## src/rtl/ldst_pkg.sv

```systemverilog
package ldst_pkg;
    localparam int unsigned DW     = 32;
    localparam int unsigned NLANES = DW / 8;

    typedef enum logic [2:0] {
        SZ_WORD  = 3'd0,
        SZ_UBYTE = 3'd1,
        SZ_SBYTE = 3'd2,
        SZ_UHALF = 3'd3,
        SZ_SHALF = 3'd4
    } size_e;
endpackage

```

## src/rtl/ldst_lane_pack.sv

```systemverilog
module ldst_lane_pack
    import ldst_pkg::*;
(
    input  logic [2:0]        size,
    input  logic              is_store,
    input  logic [1:0]        addr_lo,
    input  logic [DW-1:0]     wdata,
    output logic [NLANES-1:0] strb,
    output logic [DW-1:0]     lane_data,
    output logic              misaligned,
    output logic              illegal
);
    always_comb begin
        strb       = '0;
        lane_data  = '0;
        misaligned = 1'b0;
        illegal    = 1'b0;
        case (size)
            SZ_WORD: begin
                misaligned = (addr_lo != 2'b00);
                strb       = '1;
                lane_data  = wdata;
            end
            SZ_UBYTE, SZ_SBYTE: begin
                illegal   = is_store && (size == SZ_SBYTE);
                strb      = 4'b0001 << addr_lo;
                lane_data = {24'b0, wdata[7:0]} << {addr_lo, 3'b000};
            end
            SZ_UHALF, SZ_SHALF: begin
                illegal    = is_store && (size == SZ_SHALF);
                misaligned = addr_lo[0];
                strb       = addr_lo[1] ? 4'b1100 : 4'b0011;
                lane_data  = {16'b0, wdata[15:0]} << {addr_lo[1], 4'b0000};
            end
            default: illegal = 1'b1;
        endcase
        if (illegal) misaligned = 1'b0;
        if (!is_store) begin
            strb      = '0;
            lane_data = '0;
        end
    end
endmodule

```

## src/rtl/ldst_load_extend.sv

```systemverilog
module ldst_load_extend
    import ldst_pkg::*;
(
    input  logic [2:0]    size,
    input  logic [1:0]    addr_lo,
    input  logic [DW-1:0] bus_data,
    output logic [DW-1:0] result
);
    logic [DW-1:0] byte_shift;
    logic [DW-1:0] half_shift;
    logic [7:0]    sel_byte;
    logic [15:0]   sel_half;

    always_comb begin
        byte_shift = bus_data >> {addr_lo, 3'b000};
        half_shift = bus_data >> {addr_lo[1], 4'b0000};
        sel_byte   = byte_shift[7:0];
        sel_half   = half_shift[15:0];
        case (size)
            SZ_UBYTE: result = {24'b0, sel_byte};
            SZ_SBYTE: result = {{24{sel_byte[7]}}, sel_byte};
            SZ_UHALF: result = {16'b0, sel_half};
            SZ_SHALF: result = {{16{sel_half[15]}}, sel_half};
            default:  result = bus_data;
        endcase
    end
endmodule

```

## src/rtl/ldst_unpriv_unit.sv

```systemverilog
module ldst_unpriv_unit
    import ldst_pkg::*;
#(
    parameter int unsigned ADDR_W = 32
) (
    input  logic              clk,
    input  logic              rst_n,
    input  logic              req_valid,
    input  logic              req_is_store,
    input  logic [2:0]        req_size,
    input  logic              req_unpriv,
    input  logic              cur_priv,
    input  logic [ADDR_W-1:0] req_addr,
    input  logic [31:0]       req_wdata,
    output logic              busy,
    output logic              mem_req,
    output logic              mem_we,
    output logic [ADDR_W-1:0] mem_addr,
    output logic [3:0]        mem_wstrb,
    output logic [31:0]       mem_wdata,
    output logic              mem_priv,
    input  logic              mem_ready,
    input  logic [31:0]       mem_rdata,
    output logic              done,
    output logic [31:0]       rdata,
    output logic              err_align,
    output logic              err_illegal
);
    typedef struct packed {
        logic              busy;
        logic              we;
        logic [ADDR_W-1:0] addr;
        logic [NLANES-1:0] strb;
        logic [DW-1:0]     wdata;
        logic              priv;
        logic [2:0]        size;
        logic              done;
        logic [DW-1:0]     rdata;
        logic              e_align;
        logic              e_illegal;
    } state_t;

    state_t st_d, st_q;

    logic [NLANES-1:0] pk_strb;
    logic [DW-1:0]     pk_data;
    logic              pk_misal;
    logic              pk_illegal;
    logic [DW-1:0]     ext_result;

    ldst_lane_pack u_pack (
        .size       (req_size),
        .is_store   (req_is_store),
        .addr_lo    (req_addr[1:0]),
        .wdata      (req_wdata),
        .strb       (pk_strb),
        .lane_data  (pk_data),
        .misaligned (pk_misal),
        .illegal    (pk_illegal)
    );

    ldst_load_extend u_ext (
        .size     (st_q.size),
        .addr_lo  (st_q.addr[1:0]),
        .bus_data (mem_rdata),
        .result   (ext_result)
    );

    always_comb begin
        st_d           = st_q;
        st_d.done      = 1'b0;
        st_d.e_align   = 1'b0;
        st_d.e_illegal = 1'b0;
        if (!st_q.busy) begin
            if (req_valid) begin
                if (pk_illegal) begin
                    st_d.e_illegal = 1'b1;
                end else if (pk_misal) begin
                    st_d.e_align = 1'b1;
                end else begin
                    st_d.busy  = 1'b1;
                    st_d.we    = req_is_store;
                    st_d.addr  = req_addr;
                    st_d.strb  = pk_strb;
                    st_d.wdata = pk_data;
                    st_d.priv  = cur_priv & ~req_unpriv;
                    st_d.size  = req_size;
                end
            end
        end else if (mem_ready) begin
            st_d.busy  = 1'b0;
            st_d.done  = 1'b1;
            st_d.rdata = st_q.we ? '0 : ext_result;
        end
    end

    always_ff @(posedge clk) begin
        if (!rst_n) st_q <= '0;
        else        st_q <= st_d;
    end

    assign busy        = st_q.busy;
    assign mem_req     = st_q.busy;
    assign mem_we      = st_q.we;
    assign mem_addr    = st_q.addr;
    assign mem_wstrb   = st_q.strb;
    assign mem_wdata   = st_q.wdata;
    assign mem_priv    = st_q.priv;
    assign done        = st_q.done;
    assign rdata       = st_q.rdata;
    assign err_align   = st_q.e_align;
    assign err_illegal = st_q.e_illegal;

    AST_UNPRIV_IS_USER: assert property (@(posedge clk) disable iff (!rst_n)
        (req_valid && !busy && req_unpriv) |=> (!mem_req || !mem_priv));
    AST_REQ_HELD: assert property (@(posedge clk) disable iff (!rst_n)
        (mem_req && !mem_ready) |=> (mem_req && $stable(mem_addr) && $stable(mem_wstrb)));
    AST_DONE_ONE_CYCLE: assert property (@(posedge clk) disable iff (!rst_n)
        done |=> !done);
    AST_FAULT_NO_BUS: assert property (@(posedge clk) disable iff (!rst_n)
        (err_align || err_illegal) |-> !mem_req);
    AST_FAULT_EXCLUSIVE: assert property (@(posedge clk) disable iff (!rst_n)
        !(err_align && err_illegal));
    AST_STORE_HAS_LANES: assert property (@(posedge clk) disable iff (!rst_n)
        (mem_req && mem_we) |-> (mem_wstrb != 4'b0000));
endmodule

```

## config.mk

```make
export PLATFORM = sky130hd
export DESIGN_NAME = ldst_unpriv_unit
export DESIGN_NICKNAME = d
export VERILOG_FILES = /design/src/rtl/ldst_pkg.sv /design/src/rtl/ldst_lane_pack.sv /design/src/rtl/ldst_load_extend.sv /design/src/rtl/ldst_unpriv_unit.sv
export SDC_FILE = /design/constraint.sdc
export NUM_CORES = 1
export LEC_CHECK = 0
export ABC_CLOCK_PERIOD_IN_PS = 5400
export BUFFER_PORTS_ARGS = -buffer_cell sky130_fd_sc_hd__buf_2
export CORE_MARGIN = 4
export CORE_UTILIZATION = 45
export CTS_BUF_LIST = sky130_fd_sc_hd__clkbuf_8
export CTS_CLUSTER_SIZE = 14
export DETAILED_ROUTE_END_ITERATION = 7
export PLACE_DENSITY = 0.74
export SLEW_MARGIN = 25
export SYNTH_ARGS = -nofsm -noshare
export SYNTH_HDL_FRONTEND = slang
export SYNTH_SLANG_ARGS = --single-unit
```

## constraint.sdc

```tcl
create_clock -name clk -period 5.4 [get_ports clk]
set_clock_uncertainty 0.2 [all_clocks]
set_input_delay 0.54 -clock clk [delete_from_list [all_inputs] [get_ports clk]]
set_output_delay 0.54 -clock clk [all_outputs]
set_load 0.05 [all_outputs]
```

==> results of run 1 <==
## tightest hold or removal path: cells and delay by family
family	cells	cell delay, ps
buffers and inverters	1	100
muxes	1	50
and+or+nand+nor	1	40
## cell type report
cell class	instances	area [µm²]
inverter	1	3.75
timing repair buffer	218	1110
fill	1204	6280
clock buffer	10	138
multi-input combinational	388	2660
clock inverter	6	86.3
tap	172	215
sequential	109	2180
## how the worst max path moves through the flow
stage / startpoint / endpoint / slack [ps] / cells after the start
finish: rst_n / mem_wdata[2] / 2560 / 5
global route: rst_n / mem_wdata[2] / 2330 / 5
CTS: rst_n / mem_wdata[1] / 2540 / 5
detailed placement: rst_n / mem_wdata[21] / 2140 / 5
global placement: rst_n / mem_wdata[16] / 2230 / 5
floorplan: req_size[2] / busy / 3230 / 8
## power by group through the flow
stage	sequential (mW)	combinational [mW]	clock, mW
final	0.845	0.325	0.561
after global routing	0.849	0.349	0.598
after CTS	0.845	0.325	0.573
after detailed placement	0.863	0.325	0
after global placement	0.863	0.323	0
after floorplan	0.862	0.258	0
## synth_stat cells, types with 3 or more instances
master / instances / area share, %
mux2i_1: 39 / 6.7
clkbuf_1: 25 / 1.6
o22ai_1: 10 / 1.1
o21ai_0: 10 / 0.86
a221oi_1: 19 / 2.8
a21o_1: 9 / 1.2
buf_1: 5 / 0.32
a21oi_1: 32 / 2.7
dfxtp_1: 109 / 37
nor3_1: 3 / 0.26
buf_4: 105 / 13
a22oi_1: 8 / 1.0
nor2b_1: 3 / 0.32
and2_1: 6 / 0.64
xnor2_1: 3 / 0.45
nand3_1: 6 / 0.51
o2bb2ai_1: 16 / 2.4
nand3b_1: 5 / 0.64
a211oi_1: 6 / 0.77
nand2_1: 112 / 7.2
buf_2: 10 / 0.86
nor2_1: 6 / 0.38
nand2b_1: 3 / 0.32
a222oi_1: 8 / 1.4
a32oi_1: 16 / 2.4
a22o_1: 17 / 2.5
o221ai_1: 6 / 0.90
and3_1: 3 / 0.32
mux2_2: 15 / 2.9
nor3b_2: 3 / 0.64
## state kept, by name (all words and copies together) (netlist names)
register / cells
err_align: 1
err_illegal: 1
mem_we: 1
rdata: 32
busy: 1
mem_wdata: 32
done: 1
mem_wstrb: 4
mem_addr: 32
st_q: 3
mem_priv: 1
## cell families after synthesis
group | count (synthesis) | synth area share [%]
AO/OA/AOI/OAI | 168 | 21.6
AND/OR/NAND/NOR | 161 | 13.2
buffers and inverters | 150 | 17.4
flip-flops | 109 | 37.3
multiplexers | 55 | 9.94
XOR/XNOR | 4 | 0.599
## per-stage QoR
stage                     cell area, µm²  std cells  setup WS, ps  hold slack (ps)
after CTS                           6390        904          2540              161
after global placement              6170        888          2230              235
after floorplan                     5850        647          3230              228
final                               6390        904          2560              177
after global routing                6390        904          2330              161
after detailed placement            6170        888          2140              240
## layer usage
layer,track usage [%],up-vias
li1,-,2411
met2,28.2,221
met1,25.2,2249
met5,0,-
met3,5.80,22
met4,8.05,0
==> run summary, run 1 <==
CP startpoint kind - input pin
fin. max-slew vios - 0
Root Buffer - clkbuf_8
hold wc startpoint - req_addr[18]
sequential cell area fraction in the yosys report - 37.3%
max layer used - met4
drc violations - 0
fin crit period - 2840 ps
core area - 12,700 µm²
Net Sw Power - 523 µW
Die Height - 122 µm
status - completed
Detailed Route Iter0 Violations - 506
Crit Path Category - in2reg
Met2 Wirelength - 6540 µm
crit share post-route - 52.6%
FF+latch count, synth - 109
Final nets - 833
Num CTS Buffers - 9
largest net degree at the start of global routing - 58
CP Buf/Inv Count - 3
Hold Path Sink - mem_addr[18]
total wire length - 14,800 µm
total of max-cap violations - 0
FP Rows - 41
Setup crit end kind - flop
cts hold-fix bufs - 0
DRT Pass-1 Iters - 5
Vias - 4,903
wire length of the first global-routing pass - 22,300 µm
combinational share of power - 18.8%
relative slew slack - 31.9%
M1 WL - 6520 µm
Max Freq - 352 MHz
# port buffers - 212
Hold Crit Class - in2reg
worst slew pin tran - 1020 ps
RSZ-0062 raised after global routing - no
worst path cell trace - buf_2 -> clkinv_1 -> a31oi_2 -> buf_4 -> a22o_1
Post-CTS Setup Repair Bufs - 0
Clk pwr share - 32.4%
Tot Pwr - 1.73 mW
Antenna Nets Post-Route - 0
most frequent cells in the layout - buf_2 (212), nand2_1 (112), dfxtp_1 (109)
Final Util - 50.5%
Synth async-reset ratio - 0%
Synth cell types - 51
Die Area - 14,900 µm²
H-tree lvl count - 3
Sw Share - 30.2%
critical path's slowest cell - clkinv_1
CTS tree - done
Final Hold Vio Count - 0
EDFF count, synth - 0
Layout area overhead - 9.30%
DIE WIDTH - 122 µm
worst-path fanout max - 43
Reg clk slew, reported paths - 100 ps
r2r endpoint - rdata[27]
layout cells sized above 1 - 35.7%
Setup Viol. Count Final - 0
Clock Path Buffers - 2
Arrival @ worst endpoint - 2980 ps
Pwr per Cell Area - 271 nW/µm²
hpwl dp - 10,600 µm
Crit path max-delay family - buffers and inverters
synthesized instance count - 647
mapped cell area - 5850 µm²
reg-to-reg slack, setup - 2710 ps
CP Data Required Time - 5540 ps
setup TNS - 0 ps
worst flop-to-flop path startpoint - mem_addr[1]
Flop pwr share - 48.8%
initial antenna violation count - 0
post_cts resized - 0
detailed-route vias per instance - 5.42
commonest non-fill, non-tap cell in the layout - buf_2
Synth Flop Type - dfxtp_1
Placer Congestion - 0.856
hold path depth - 3
max incr delay on CP - 880 ps
WL/cell - 16.4 µm
GRT Overall Usage - 18.9%
clk sinks - 109
R2R depth - 3
GRT overflow - 0
vias in the first global route - 4,291
Ant. Diodes - 0
syn nets - 753
I/O Pins - 213
syn avg cell area - 9.04 µm²
Max rail drop VDD - 0.000145 V
yosys warns - 0
Clock Latency Late Sink - 390 ps
Internal - 1.21 mW
met3 routed wirelength - 1380 µm
Lkg Pwr - 2.84 nW
initial cell density of the core - 46.2%
No activity file was read; power rests on OpenSTA's default activity.
==> run 2, diff against run 1 <==
Settings changed: ABC_CLOCK_PERIOD_IN_PS 5400 to 2900.
Clock period 5.4 ns to 2.9 ns, I/O delays scaled along.
==> run summary, run 2 (synthesis gave the netlist of run 1 again) <==
commonest non-fill, non-tap cell in the layout - buf_2
layout cells sized above 1 - 33.7% (-1.9 points)
crit share post-route - 81.4%
hold_ws - 19.9 ps (-157 ps)
H-tree lvl count - 3 (unchanged)
Internal - 2.14 mW (+77%)
core area - 12,700 µm² (unchanged)
Arrival @ worst endpoint - 2380 ps (-600 ps)
Max Freq - 424 MHz
worst slew pin tran - 777 ps (-239 ps)
Tot Pwr - 3.11 mW (+80%)
Crit Path Category - reg2reg
Ant. Diodes - 0 (unchanged)
Layout area overhead - 17.2%
initial antenna violation count - 0 (unchanged)
Reg clk slew, reported paths - 100 ps (about the same)
fin crit period - 2360 ps
detailed-route vias per instance - 5.44 (+0.22%)
Clock Path Buffers - 2 (unchanged)
Lkg Pwr - 3.04 nW (+7.1%)
Max rail drop VDD - 0.000245 V (+69%)
total of max-cap violations - 0 (unchanged)
Die Height - 122 µm (unchanged)
relative slew slack - 48.2% (+16 points)
Vias - 5,191 (+5.9%)
DIE WIDTH - 122 µm (unchanged)
total wire length - 15,800 µm (+6.9%)
Placer Congestion - 0.810 (-5.3%)
dpl cells - 893 (+0.56%)
setup TNS - 0 ps (unchanged)
largest net degree at the start of global routing - 57 (-1.7%)
dpl cell area - 6220 µm² (+0.75%)
I/O Pins - 213 (unchanged)
Final nets - 884 (+6.1%)
most frequent cells in the layout - buf_2 (212), nand2_1 (112), dfxtp_1 (109)
worst-path fanout max - 16 (-63%)
status - completed
GRT overflow - 0 (unchanged)
post-route setup slack - 539 ps (-2020 ps)
Clock Latency Late Sink - 370 ps (-20 ps)
WL/cell - 16.6 µm (+1.2%)
CP Data Required Time - 2910 ps (-2630 ps)
Detailed Route Iter0 Violations - 452 (-11%)
CTS tree - done
Setup crit end kind - flop
Hold Crit Class - in2reg
Die Area - 14,900 µm² (unchanged)
hpwl dp - 10,800 µm (+2.5%)
DRT Pass-1 Iters - 6 (+1)
Post-CTS Setup Repair Bufs - 0 (unchanged)
critical path's slowest cell - o2111ai_2
GRT Overall Usage - 20.6% (+1.7 points)
Root Buffer - clkbuf_8
Flop pwr share - 50.5% (+1.7 points)
fin. max-slew vios - 0 (unchanged)
Most Crowded Layer GR - met2
Final Hold Vio Count - 0 (unchanged)
CP startpoint kind - flop
clk sinks - 109 (unchanged)
combinational share of power - 21.5% (+2.7 points)
Pwr per Cell Area - 453 nW/µm² (+68%)
wire length of the first global-routing pass - 24,700 µm (+11%)
routing usage on met1 - 26.5% (+1.3 points)
M2 GR Usage - 33.5% (+5.3 points)
Setup Viol. Count Final - 0 (unchanged)
Clk pwr share - 28.0% (-4.4 points)
vias in the first global route - 4,872 (+14%)
Net Sw Power - 971 µW (+86%)
worst path cell trace - or3b_1 -> a21boi_1 -> o2111ai_2 -> a221oi_1
GR Layer Usage met3 - 4.50% (-1.3 points)
initial cell density of the core - 46.2% (unchanged)
RSZ-0062 raised after global routing - no
Sw Share - 31.2% (+0.99 points)
Design Area, Final - 6860 µm² (+7.2%)
Num CTS Buffers - 9 (unchanged)
max incr delay on CP - 640 ps (-240 ps)
Setup WS pre-CTS - 540 ps (-1600 ps)
Antenna Nets Post-Route - 0 (unchanged)
Layout Cells excl Fill - 955 (+5.6%)
# port buffers - 212 (unchanged)
FP Rows - 41 (unchanged)
drc violations - 0 (unchanged)
Final Util - 54.1% (+3.6 points)
==> run 2: changes by cell type in the layout (fill, tap and decap cells not counted) <==
cell,before,now
and3_2,0,1
and3_4,1,0
clkinv_4,1,0
clkinvlp_4,1,2
inv_1,0,2
clkinv_2,2,1
bufinv_16,2,0
buf_4,6,10
dlygate4sd3_1,0,46
buf_12,0,1
clkbuf_8,10,11
==> run 2: area by class of cell <==
type | instances | area (µm²)
multi-input cells | 388 | 2660
clock buffers | 11 | 151
clock inverters | 5 | 27.5
flip-flops and latches | 109 | 2180
repair buffers | 269 | 1620
inverters | 1 | 3.75
well taps | 172 | 215
fillers | 1163 | 5810
==> run 2: repair_timing <==
item	in CTS	in global routing
hold endpoints to repair	45	0
resized for setup	0	0
hold buffers	46	0
==> run 2: power by group through the flow <==
stage,clock [mW],combinational (mW),sequential [mW]
detailed placement,0,0.618,1.60
finish,0.870,0.670,1.57
CTS,0.899,0.665,1.57
global placement,0,0.614,1.60
global route,0.950,0.723,1.57
floorplan,0,0.479,1.61
==> run 2: per-layer routing <==
metal,wire length [µm],vias to the layer above
met4,463,0
li1,-,2507
met3,1210,33
met5,0,-
met1,6810,2414
met2,7340,237
==> run 2: final timing paths <==
kind / from / end / slack [ps] / depth (start not counted)
setup / recovery: st_q[37] / rdata[31] / 540 / 4
hold reg to reg: mem_addr[4] / mem_addr[4] / 260 / 2
setup reg to reg: st_q[37] / rdata[31] / 540 / 4
hold / removal: req_wdata[28] / mem_wdata[28] / 20 / 3
==> run 2: critical path: cells and delay by family (launching register included) <==
kind | cells | cell delay (ps)
DFF | 1 | 550
and+or+nand+nor | 1 | 420
AOI/OAI and AO/OA | 3 | 1030
